===== config.mk =====
export PLATFORM = sky130hd
export DESIGN_NAME = thr_alarm_periph
export DESIGN_NICKNAME = d
export VERILOG_FILES = /design/src/rtl/thr_alarm_pkg.sv /design/src/rtl/thr_alarm_decode.sv /design/src/rtl/thr_alarm_cmd.sv /design/src/rtl/thr_alarm_bank.sv /design/src/rtl/thr_alarm_periph.sv
export SDC_FILE = /design/constraint.sdc
export NUM_CORES = 1
export LEC_CHECK = 0
export ABC_AREA = 1
export CAP_MARGIN = 20
export CORE_MARGIN = 2
export CORE_UTILIZATION = 35
export CTS_CLUSTER_DIAMETER = 80
export DETAILED_ROUTE_END_ITERATION = 7
export DONT_BUFFER_PORTS = 1
export GPL_ROUTABILITY_DRIVEN = 0
export PLACE_DENSITY = 0.61
export SLEW_MARGIN = 30
export SYNTH_ARGS = -nofsm -noshare
export SYNTH_HDL_FRONTEND = slang
export SYNTH_HIERARCHICAL = 1
export SYNTH_SLANG_ARGS = --single-unit

===== constraint.sdc =====
create_clock -name clk -period 1.45 [get_ports clk]
set_clock_uncertainty 0.2 [all_clocks]
set_input_delay 0.2175 -clock clk [delete_from_list [all_inputs] [get_ports clk]]
set_output_delay 0.2175 -clock clk [all_outputs]
set_load 0.005 [all_outputs]

===== src/rtl/thr_alarm_pkg.sv =====
// Package: shared constants and types for the threshold alarm peripheral.
// Assumes a fixed register layout: 16-bit registers, seven 8-bit ports.
package thr_alarm_pkg;

    localparam int REG_W     = 16;
    localparam int NUM_PORTS = 7;
    localparam int SAMPLE_W  = 8;
    localparam int THR_LSB   = REG_W - SAMPLE_W;
    localparam int REQ_BIT   = REG_W - 1;
    localparam int PORT_W    = $clog2(NUM_PORTS + 1);

    // Register index taken from byte address bits 2:1
    typedef enum logic [1:0] {
        IDX_CFG  = 2'd0,
        IDX_STAT = 2'd1,
        IDX_CMD  = 2'd2,
        IDX_DATA = 2'd3
    } reg_idx_e;

    // Build the status word from interrupt enable and ready
    function automatic logic [REG_W-1:0] status_word(input logic ie, input logic rdy);
        status_word = {{(REG_W-2){1'b0}}, rdy, ie};
    endfunction

endpackage


===== src/rtl/thr_alarm_decode.sv =====
// Module: address recognition for the four-register window.
// Produces a device select and the register index. A hit needs the
// matching word address, an even byte address and the mapped space.
// Assumes ADDR_W >= 4 and at most one strobe per cycle.
module thr_alarm_decode
    import thr_alarm_pkg::*;
#(
    parameter int               ADDR_W    = 16,
    parameter logic [ADDR_W-1:0] BASE_ADDR = 16'hFC00,
    parameter logic             MAP_SPACE = 1'b1
) (
    input  logic [ADDR_W-1:0] addr,
    input  logic              space,
    input  logic              wr,
    input  logic              rd,
    output logic              wr_hit,
    output logic              rd_hit,
    output reg_idx_e          idx
);

    logic dev_sel;

    // Compare window, byte alignment and address space
    always_comb begin
        dev_sel = (addr[ADDR_W-1:3] == BASE_ADDR[ADDR_W-1:3])
               && (addr[0] == 1'b0)
               && (space == MAP_SPACE);
        idx     = reg_idx_e'(addr[2:1]);
        wr_hit  = dev_sel && wr;
        rd_hit  = dev_sel && rd;
    end

endmodule


===== src/rtl/thr_alarm_cmd.sv =====
// Module: command engine. A valid read request clears ready, counts
// BUSY_CYCLES clocks, then loads the selected port's sample into the
// data register and sets ready again. Commands that are invalid or
// arrive while busy are dropped. Assumes BUSY_CYCLES >= 1.
module thr_alarm_cmd
    import thr_alarm_pkg::*;
#(
    parameter int BUSY_CYCLES = 8
) (
    input  logic                          clk,
    input  logic                          rst_n,
    input  logic                          cmd_wr,
    input  logic                          cmd_req,
    input  logic [PORT_W-1:0]             cmd_port,
    input  logic [NUM_PORTS*SAMPLE_W-1:0] samples,
    output logic                          ready,
    output logic [REG_W-1:0]              data_q
);

    localparam int CNT_W = $clog2(BUSY_CYCLES + 1);

    logic [CNT_W-1:0]    cnt;
    logic [PORT_W-1:0]   port_q;
    logic [SAMPLE_W-1:0] picked;
    logic                cmd_ok;
    logic                start;
    logic                done;

    // Accept only request commands that name an existing port while idle
    always_comb begin
        cmd_ok = cmd_req && (cmd_port != '0) && (int'(cmd_port) <= NUM_PORTS);
        start  = cmd_wr && ready && cmd_ok;
        done   = !ready && (cnt == CNT_W'(1));
    end

    // Select the latched port's sample
    always_comb begin
        picked = '0;
        for (int k = 0; k < NUM_PORTS; k++) begin
            if (port_q == PORT_W'(k + 1)) picked = samples[k*SAMPLE_W +: SAMPLE_W];
        end
    end

    // Busy counter, ready flag and data register
    always_ff @(posedge clk) begin
        if (!rst_n) begin
            cnt    <= '0;
            port_q <= '0;
            ready  <= 1'b1;
            data_q <= '0;
        end else if (start) begin
            cnt    <= CNT_W'(BUSY_CYCLES);
            port_q <= cmd_port;
            ready  <= 1'b0;
        end else if (done) begin
            cnt    <= '0;
            ready  <= 1'b1;
            data_q <= {{(REG_W-SAMPLE_W){1'b0}}, picked};
        end else if (!ready) begin
            cnt    <= cnt - CNT_W'(1);
        end
    end

    // a taken command drops ready on the next cycle
    a_r6_ready_drops: assert property (@(posedge clk) disable iff (!rst_n)
        start |=> !ready);

    // ready only returns once the count has run out
    a_r6_ready_rise_at_end: assert property (@(posedge clk) disable iff (!rst_n)
        $rose(ready) |-> ($past(cnt) == CNT_W'(1)));

    // data changes only at command completion
    a_r7_data_only_on_done: assert property (@(posedge clk) disable iff (!rst_n)
        !done |=> $stable(data_q));

endmodule


===== src/rtl/thr_alarm_bank.sv =====
// Module: per-port alarm latches. A port's alarm is set while it is
// enabled and its sample is strictly above the threshold. All alarms
// clear on clr, but a condition true on that cycle still sets its alarm.
// Assumes samples are synchronous to clk.
module thr_alarm_bank
    import thr_alarm_pkg::*;
(
    input  logic                          clk,
    input  logic                          rst_n,
    input  logic [NUM_PORTS*SAMPLE_W-1:0] samples,
    input  logic [NUM_PORTS-1:0]          en,
    input  logic [SAMPLE_W-1:0]           thr,
    input  logic                          clr,
    output logic [NUM_PORTS-1:0]          alarm_q
);

    logic [NUM_PORTS-1:0] over;

    // One comparator per port
    for (genvar k = 0; k < NUM_PORTS; k++) begin : g_cmp
        assign over[k] = en[k] && (samples[k*SAMPLE_W +: SAMPLE_W] > thr);
    end

    // Latch, with set taking priority over clear
    always_ff @(posedge clk) begin
        if (!rst_n) alarm_q <= '0;
        else        alarm_q <= (clr ? '0 : alarm_q) | over;
    end

    // a latched alarm holds unless cleared
    a_r9_alarm_holds: assert property (@(posedge clk) disable iff (!rst_n)
        !clr |=> ((alarm_q & $past(alarm_q)) == $past(alarm_q)));

    // a true condition always sets its alarm
    a_r10_set_wins: assert property (@(posedge clk) disable iff (!rst_n)
        1'b1 |=> ((alarm_q & $past(over)) == $past(over)));

endmodule


===== src/rtl/thr_alarm_periph.sv =====
// Module: top of the threshold alarm peripheral. Holds the configuration
// register and the registered read path, and joins decode, command engine
// and alarm bank. Assumes write and read strobes are never raised together.
module thr_alarm_periph
    import thr_alarm_pkg::*;
#(
    parameter int                ADDR_W      = 16,
    parameter logic [ADDR_W-1:0] BASE_ADDR   = 16'hFC00,
    parameter logic              MAP_SPACE   = 1'b1,
    parameter int                BUSY_CYCLES = 8
) (
    input  logic                          clk,
    input  logic                          rst_n,
    input  logic [ADDR_W-1:0]             bus_addr,
    input  logic                          bus_space,
    input  logic                          bus_wr,
    input  logic                          bus_rd,
    input  logic [REG_W-1:0]              bus_wdata,
    output logic [REG_W-1:0]              bus_rdata,
    input  logic [NUM_PORTS*SAMPLE_W-1:0] port_samples,
    output logic [NUM_PORTS-1:0]          alarm,
    output logic                          irq
);

    logic              wr_hit;
    logic              rd_hit;
    reg_idx_e          idx;
    logic [REG_W-1:0]  cfg_q;
    logic [REG_W-1:0]  data_q;
    logic              ready;
    logic              ie;
    logic              stat_rd;

    thr_alarm_decode #(
        .ADDR_W    (ADDR_W),
        .BASE_ADDR (BASE_ADDR),
        .MAP_SPACE (MAP_SPACE)
    ) u_decode (
        .addr   (bus_addr),
        .space  (bus_space),
        .wr     (bus_wr),
        .rd     (bus_rd),
        .wr_hit (wr_hit),
        .rd_hit (rd_hit),
        .idx    (idx)
    );

    // Configuration fields and status-read acknowledge
    always_comb begin
        ie      = cfg_q[0];
        stat_rd = rd_hit && (idx == IDX_STAT);
    end

    // Configuration register, written only through a decoded access
    always_ff @(posedge clk) begin
        if (!rst_n)                            cfg_q <= '0;
        else if (wr_hit && (idx == IDX_CFG))   cfg_q <= bus_wdata;
    end

    thr_alarm_cmd #(
        .BUSY_CYCLES (BUSY_CYCLES)
    ) u_cmd (
        .clk      (clk),
        .rst_n    (rst_n),
        .cmd_wr   (wr_hit && (idx == IDX_CMD)),
        .cmd_req  (bus_wdata[REQ_BIT]),
        .cmd_port (bus_wdata[PORT_W-1:0]),
        .samples  (port_samples),
        .ready    (ready),
        .data_q   (data_q)
    );

    thr_alarm_bank u_bank (
        .clk     (clk),
        .rst_n   (rst_n),
        .samples (port_samples),
        .en      (cfg_q[NUM_PORTS:1]),
        .thr     (cfg_q[REG_W-1:THR_LSB]),
        .clr     (stat_rd),
        .alarm_q (alarm)
    );

    // Registered read data, zero when no decoded read was made
    always_ff @(posedge clk) begin
        if (!rst_n) begin
            bus_rdata <= '0;
        end else if (rd_hit) begin
            unique case (idx)
                IDX_CFG:  bus_rdata <= cfg_q;
                IDX_STAT: bus_rdata <= status_word(ie, ready);
                IDX_CMD:  bus_rdata <= '0;
                IDX_DATA: bus_rdata <= data_q;
            endcase
        end else begin
            bus_rdata <= '0;
        end
    end

    assign irq = ie && (|alarm);

    // configuration moves only on a decoded configuration write
    a_r2_cfg_hold: assert property (@(posedge clk) disable iff (!rst_n)
        !(wr_hit && (idx == IDX_CFG)) |=> $stable(cfg_q));

    // read data returns to zero when no decoded read was made
    a_r5_rdata_idle: assert property (@(posedge clk) disable iff (!rst_n)
        !rd_hit |=> (bus_rdata == '0));

    // upper status bits read as zero
    a_r4_status_upper: assert property (@(posedge clk) disable iff (!rst_n)
        stat_rd |=> (bus_rdata[REG_W-1:2] == '0));

    // no interrupt while the enable is clear
    a_r11_irq_gated: assert property (@(posedge clk) disable iff (!rst_n)
        (cfg_q[0] == 1'b0) |-> !irq);

endmodule


---- Word-level counts from Yosys, hierarchy flattened ----
Index checks and enable logic that the tools add are counted.
operators by class
  bitwise logic cells ..................... 4
  multiplexer cells ....................... 14
  order comparisons ....................... 7
  eq/ne operators ......................... 13
  add/sub/neg operators ................... 1
  reductions and logical operators ........ 27
operators with widths
  kind                                                                   count
  16-bit case mux with 4 select lines                                    1
  8-bit > comparator                                                     7
  8-bit two-way mux                                                      7
  1-bit logical AND                                                      19
  13-bit equality test, second input constant                            1
  3-bit equality test, second input constant                             4
  4-bit two-way mux                                                      3
  7-bit two-way mux                                                      1
  7-bit OR                                                               1
  7-bit OR reduction                                                     1
  3-bit by 2-bit equality test with 1-bit output, second input constant  2
  2-bit equality test, second input constant                             2
  4-bit by 1-bit equality test with 1-bit output, second input constant  1
  2-bit AND reduction                                                    2
  4-bit by 1-bit subtractor with 4-bit output, second input constant     1
  3-bit by 1-bit equality test with 1-bit output, second input constant  1
  3-bit != test, second input constant                                   1
  1-bit NOT                                                              3
  3-bit nonzero test                                                     1
  3-bit OR reduction                                                     1
  2-bit by 1-bit equality test with 1-bit output, second input constant  1
  2-bit logical NOT                                                      1
  1-bit two-way mux                                                      2
  2-bit nonzero test                                                     1
  1-bit logical NOT                                                      1
word-level totals
  output and inout bits ................... 24
  bits of input ports ..................... 93
  register bits ........................... 55

---- Depth between registers and ports, before layout ----
  word-level depth ........................ 9
  depth in mapped cells ................... 13
  mapped depth without buffers ............ 12

---- By module ----
The synthesis kept the hierarchy.
by module, submodules not included
  module            cells an instance  area an instance (µm²)  instances
  thr_alarm_bank    247                1,627.8                 1
  thr_alarm_cmd     246                1,456.4                 1
  thr_alarm_periph  190                1,317.5                 1
  thr_alarm_decode  25                 112.6                   1

---- Worst setup path before layout ----
No wires, ideal clock.
  kind .................................... input port to flip-flop
  start point ............................. input port bus_addr[8]
  end point ............................... register u_cmd.cnt[2]
  slack ................................... -158 ps
  arrival ................................. 1,292 ps
  stages .................................. 12
  setup time .............................. 116 ps
  path through ............................ nor2_1 nand2_1 nor2_1 nand2_1 nor2_1 buf_4 inv_2 nor3_1 nand4_1 nand2_1 or2_2 a21oi_1
on the way
  longest elaborated chain between the ends .. 8
RTL lines
  item                            RTL line                RTL
  from (decl)                     thr_alarm_periph.sv:14  input logic [ADDR_W-1:0] bus_addr,
  13-bit equality test            thr_alarm_decode.sv:25  dev_sel = (addr[ADDR_W-1:3] == BASE_ADDR[ADDR_W-1:3])
  1-bit logical AND               thr_alarm_decode.sv:26  && (addr[0] == 1'b0)
  1-bit logical AND               thr_alarm_decode.sv:27  && (space == MAP_SPACE);
  1-bit logical AND               thr_alarm_decode.sv:29  wr_hit = dev_sel && wr;
  net wr_hit                      thr_alarm_periph.sv:25  logic wr_hit;
  1-bit logical AND               thr_alarm_periph.sv:65  .cmd_wr (wr_hit && (idx == IDX_CMD)),
  1-bit logical AND (2 in a row)  thr_alarm_cmd.sv:32     start = cmd_wr && ready && cmd_ok;
  3-bit OR reduction (no line)    n/a
  to (signal assigned)            thr_alarm_cmd.sv:52     cnt <= CNT_W'(BUSY_CYCLES);
  to (signal assigned)            thr_alarm_cmd.sv:60     cnt <= cnt - CNT_W'(1);
  to (decl)                       thr_alarm_cmd.sv:22     logic [CNT_W-1:0] cnt;
The timed path passes the listed nets, and every way through them passes these cells.
A chain may end at the register's enable or synchronous reset.

---- Worst setup path in the final report ----
  start point ............................. register cfg_q[12]
  end point ............................... register u_bank.alarm_q[2]
on the way
  longest elaborated chain between the ends .. 3
RTL lines
  item                    RTL line                RTL
  from (decl)             thr_alarm_periph.sv:28  logic [REG_W-1:0] cfg_q;
  from (signal assigned)  thr_alarm_periph.sv:57  else if (wr_hit && (idx == IDX_CFG)) cfg_q <= bus_wdata;
  8-bit > comparator      thr_alarm_bank.sv:21    assign over[k] = en[k] && (samples[k*SAMPLE_W +: SAMPLE_W] > thr);
  1-bit logical AND       thr_alarm_bank.sv:21
  7-bit OR                thr_alarm_bank.sv:27    else alarm_q <= (clr ? '0 : alarm_q) | over;
  to (signal assigned)    thr_alarm_bank.sv:27
  to (decl)               thr_alarm_bank.sv:14    output logic [NUM_PORTS-1:0] alarm_q
No other way between the ends.

==> metrics.md <==
| Metric | Value |
|---|---|
| Hold path cells | 2 |
| DRC Markers | 0 |
| Layout cells sized above 1 | 29.29% |
| Post-route ant nets | 0 |
| Pre-antenna DRT Iters | 5 |
| Clock root buffer | clkbuf_16 |
| P_leak | 2.868 nW |
| Core Rows | 41 |
| Syn avg cell area | 6.376 um2 |
| # Max-Cap Violations | 0 |
| Nets@finish | 925 |
| Pwr dens | 532.5 nW/um2 |
| Part of the cycle the worst path needs | 117.4% |
| Cts hold-fix bufs | 21 |
| Post-DP HPWL | 10.51 mm |
| Syn. warnings | 6 |
| Worst hold start | rst_n |
| Fin crit period | 1.702 ns |
| Initial antenna violation count | 0 |
| Worst Hold Slack | -0.1547 ns |
| IO Pins | 117 |
| Violated checks | hold timing, setup timing |
| Die ar. | 13820 um2 |
| Max clock buf depth | 2 |
| Crit Path Class | reg2reg |
| CTS buffer count | 5 |
| Fill cells | 1253 |
| Final setup vio count | 17 |
| Seq/Total Area, Yosys | 24.39% |
| Final Non-Filler Cells | 947 |
| Via density | 4.944 |
| RR Endpoint | u_bank/alarm_q[2]$_SDFF_PN0_ |
| Max-slew violation count | 0 |
| Antenna Cells | 0 |
| DRT iter0 DRCs | 274 |
| Final Total Pwr | 3.398 mW |
| Critical Path Fanout Max | 7 |
| CP dominant cell by count | nand2_1 |
| Avg WL per Cell | 16.09 um |
| Hold Vio Cnt, Final | 21 |
| FF+latch count, synth | 55 |
| Critical Path RT | 1.48 ns |
| Dpl cell area | 4935 um2 |
| Kind of end point of the critical path | flop |
| Gr ovfl total | 0 |
| Die Span Y | 117.6 um |
| Worst setup SP type | flop |
| FF-to-FF setup slack | -0.25 ns |
| Unique masters post-synth | 30 |
| Sink Count | 55 |
| Mapped Cells | 708 |
| Critical path data arrival time | 1.73 ns |
| Global-route wire length before repair | 23.55 mm |
| Initial core utilization | 35.77% |
| Routed WL | 15.24 mm |
| Peak supply drop | 0.0004164 V |
| Placed cells | 895 |
| Slowest stage delay, CP | 0.36 ns |
| Worst-Skew Late Latency | 0.30 ns |
| H-tree Lvls | 2 |
| Area delta synth->final | 41.35% |
| IO Port Bufs | 0 |
| Synth Cell Area | 4514 um2 |
| DR vias | 4682 |
| Crit path cell chain | clkinvlp_4 -> buf_12 -> ha_1 -> nand2_1 -> nor2_4 -> a21boi_0 -> nand2_1 -> a21oi_1 |
| Number of global-route vias before repair | 4469 |
| Max frequency | 0.5876 GHz |
| Commonest non-fill, non-tap cell in the layout | nand2_1 |
| CTS clk-pin slew, worst paths | 0.07 ns |
| Setup TNS | -1.719 ns |
| HP Class | in2reg |
| Unrepaired setup endpoints after global routing | yes |
| R2R depth | 8 |
| Die W | 117.6 um |
| Design area | 6381 um2 |
| CTS tree | yes |
| Worst slack at placement | -0.3121 ns |
| Setup WS post-layout | -0.2520 ns |
| Commonest non-fill, non-tap cells in the layout | nand2_1, nor2_1, inv_1 |
| GRT Overall Usage | 21.36% |
| Largest net degree at the start of global routing | 25 |
| Worst Hold End | cfg_q[12]$_SDFFE_PN0P_ |
| RR Startpoint | cfg_q[12]$_SDFFE_PN0P_ |
| Status | complete, but fails checks |
| Slowest cell on crit path | dfxtp_2 |
| Core Box Area | 12620 um2 |
[power breakdown]
part	total [mW]	leakage (nW)	switching, mW	internal [mW]
registers	1.51	0.449	0.00000652	1.51
logic	0.476	2.34	0.232	0.245
clock network	1.42	0.0804	0.592	0.823
[final cells by class]
cell class / instances / area (um2) / area share (%)
Timing Repair Buffer: 78 / 862.1 / 13.51
Clock buffer: 5 / 125.1 / 1.961
Inverter: 97 / 405.4 / 6.353
Sequential cell: 55 / 1121 / 17.57
Multi-Input combinational cell: 537 / 3606 / 56.51
Tap cell: 172 / 215.2 / 3.373
Clock inverter: 3 / 46.29 / 0.7255
[critical path: cells and delay by family, from the launching register on]
family	cells	cell delay (ns)
flops	1	0.36
simple gates	3	0.23
buf+inv	2	0.26
fa+ha+maj	1	0.27
compound gates	2	0.31
[worst max-delay path by stage]
stage / startpoint / to / cells after the start
floorplan: bus_addr[4] / u_cmd/cnt[2]$_SDFFE_PP0N_ / 12
global placement: bus_addr[4] / u_cmd/cnt[2]$_SDFFE_PP0N_ / 11
detailed placement: bus_addr[4] / u_cmd/cnt[2]$_SDFFE_PP0N_ / 11
CTS: cfg_q[11]$_SDFFE_PN0P_ / u_bank/alarm_q[2]$_SDFF_PN0_ / 11
global route: cfg_q[12]$_SDFFE_PN0P_ / u_bank/alarm_q[2]$_SDFF_PN0_ / 8
finish: cfg_q[12]$_SDFFE_PN0P_ / u_bank/alarm_q[2]$_SDFF_PN0_ / 8
[cells by family (layout without fill, tap and decap cells)]
family                   count (synthesis)  count (layout)  synth area share [%]
flip-flops                              55              55                 24.39
adder cells (fa/ha/maj)                 58              58                 16.08
AO/OA/AOI/OAI                           69              69                 8.481
other                                    1               8               0.08307
buffers and inverters                  125             183                 12.92
AND/OR/NAND/NOR                        400             402                 38.05
[repair_timing]
item | 4_1_cts | 5_1_grt
pin swaps | 34 | 40
cloned | 3 | 1
setup endpoints to repair | 19 | 24
buffers inserted | 13 | 6
endpoints found under the hold margin | 32 | 19
gates resized for setup | 87 | 95
[synthesized netlist by cell type (all sizes together)]
master,count,area share [%]
ha,58,16
a21o,7,1.2
o21ai,4,0.44
o21a,1,0.17
buf,27,4.5
clkbuf,1,0.30
nand4,26,3.6
nor3,2,0.47
nand3,27,3.5
dfxtp,55,24
inv,97,8.1
or2,1,0.14
and3,1,0.14
a21oi,50,5.5
nand3b,8,1.3
conb,1,0.083
nor2,111,10
a21boi,7,1.2
nand2,224,19
[layer usage]
metal	global-route usage (%)	vias to the layer above	share of wire (%)
met4	5.723	0	2.0
met1	27.05	2107	43
met3	5.911	22	8.4
li1	-	2371	-
met5	0	-	0
met2	35.75	182	46
[through the flow]
step | utilization (%) | hold slack (ns)
after detailed placement | 39.10 | 0.1523
after global routing | 50.57 | -0.1679
after floorplan | - | 0.1490
final | 50.57 | -0.1547
after CTS | 47.48 | -0.1667
after global placement | 39.10 | 0.1530
[flip-flops by register name, indices dropped and copies added (netlist names)]
| name | flops |
|---|---|
| u_cmd/port_q | 3 |
| u_cmd/ready | 1 |
| bus_rdata | 16 |
| cfg_q | 16 |
| u_bank/alarm_q | 7 |
| u_cmd/cnt | 4 |
| u_cmd/data_q | 8 |
Note: power is estimated with default switching activity, not from simulation.
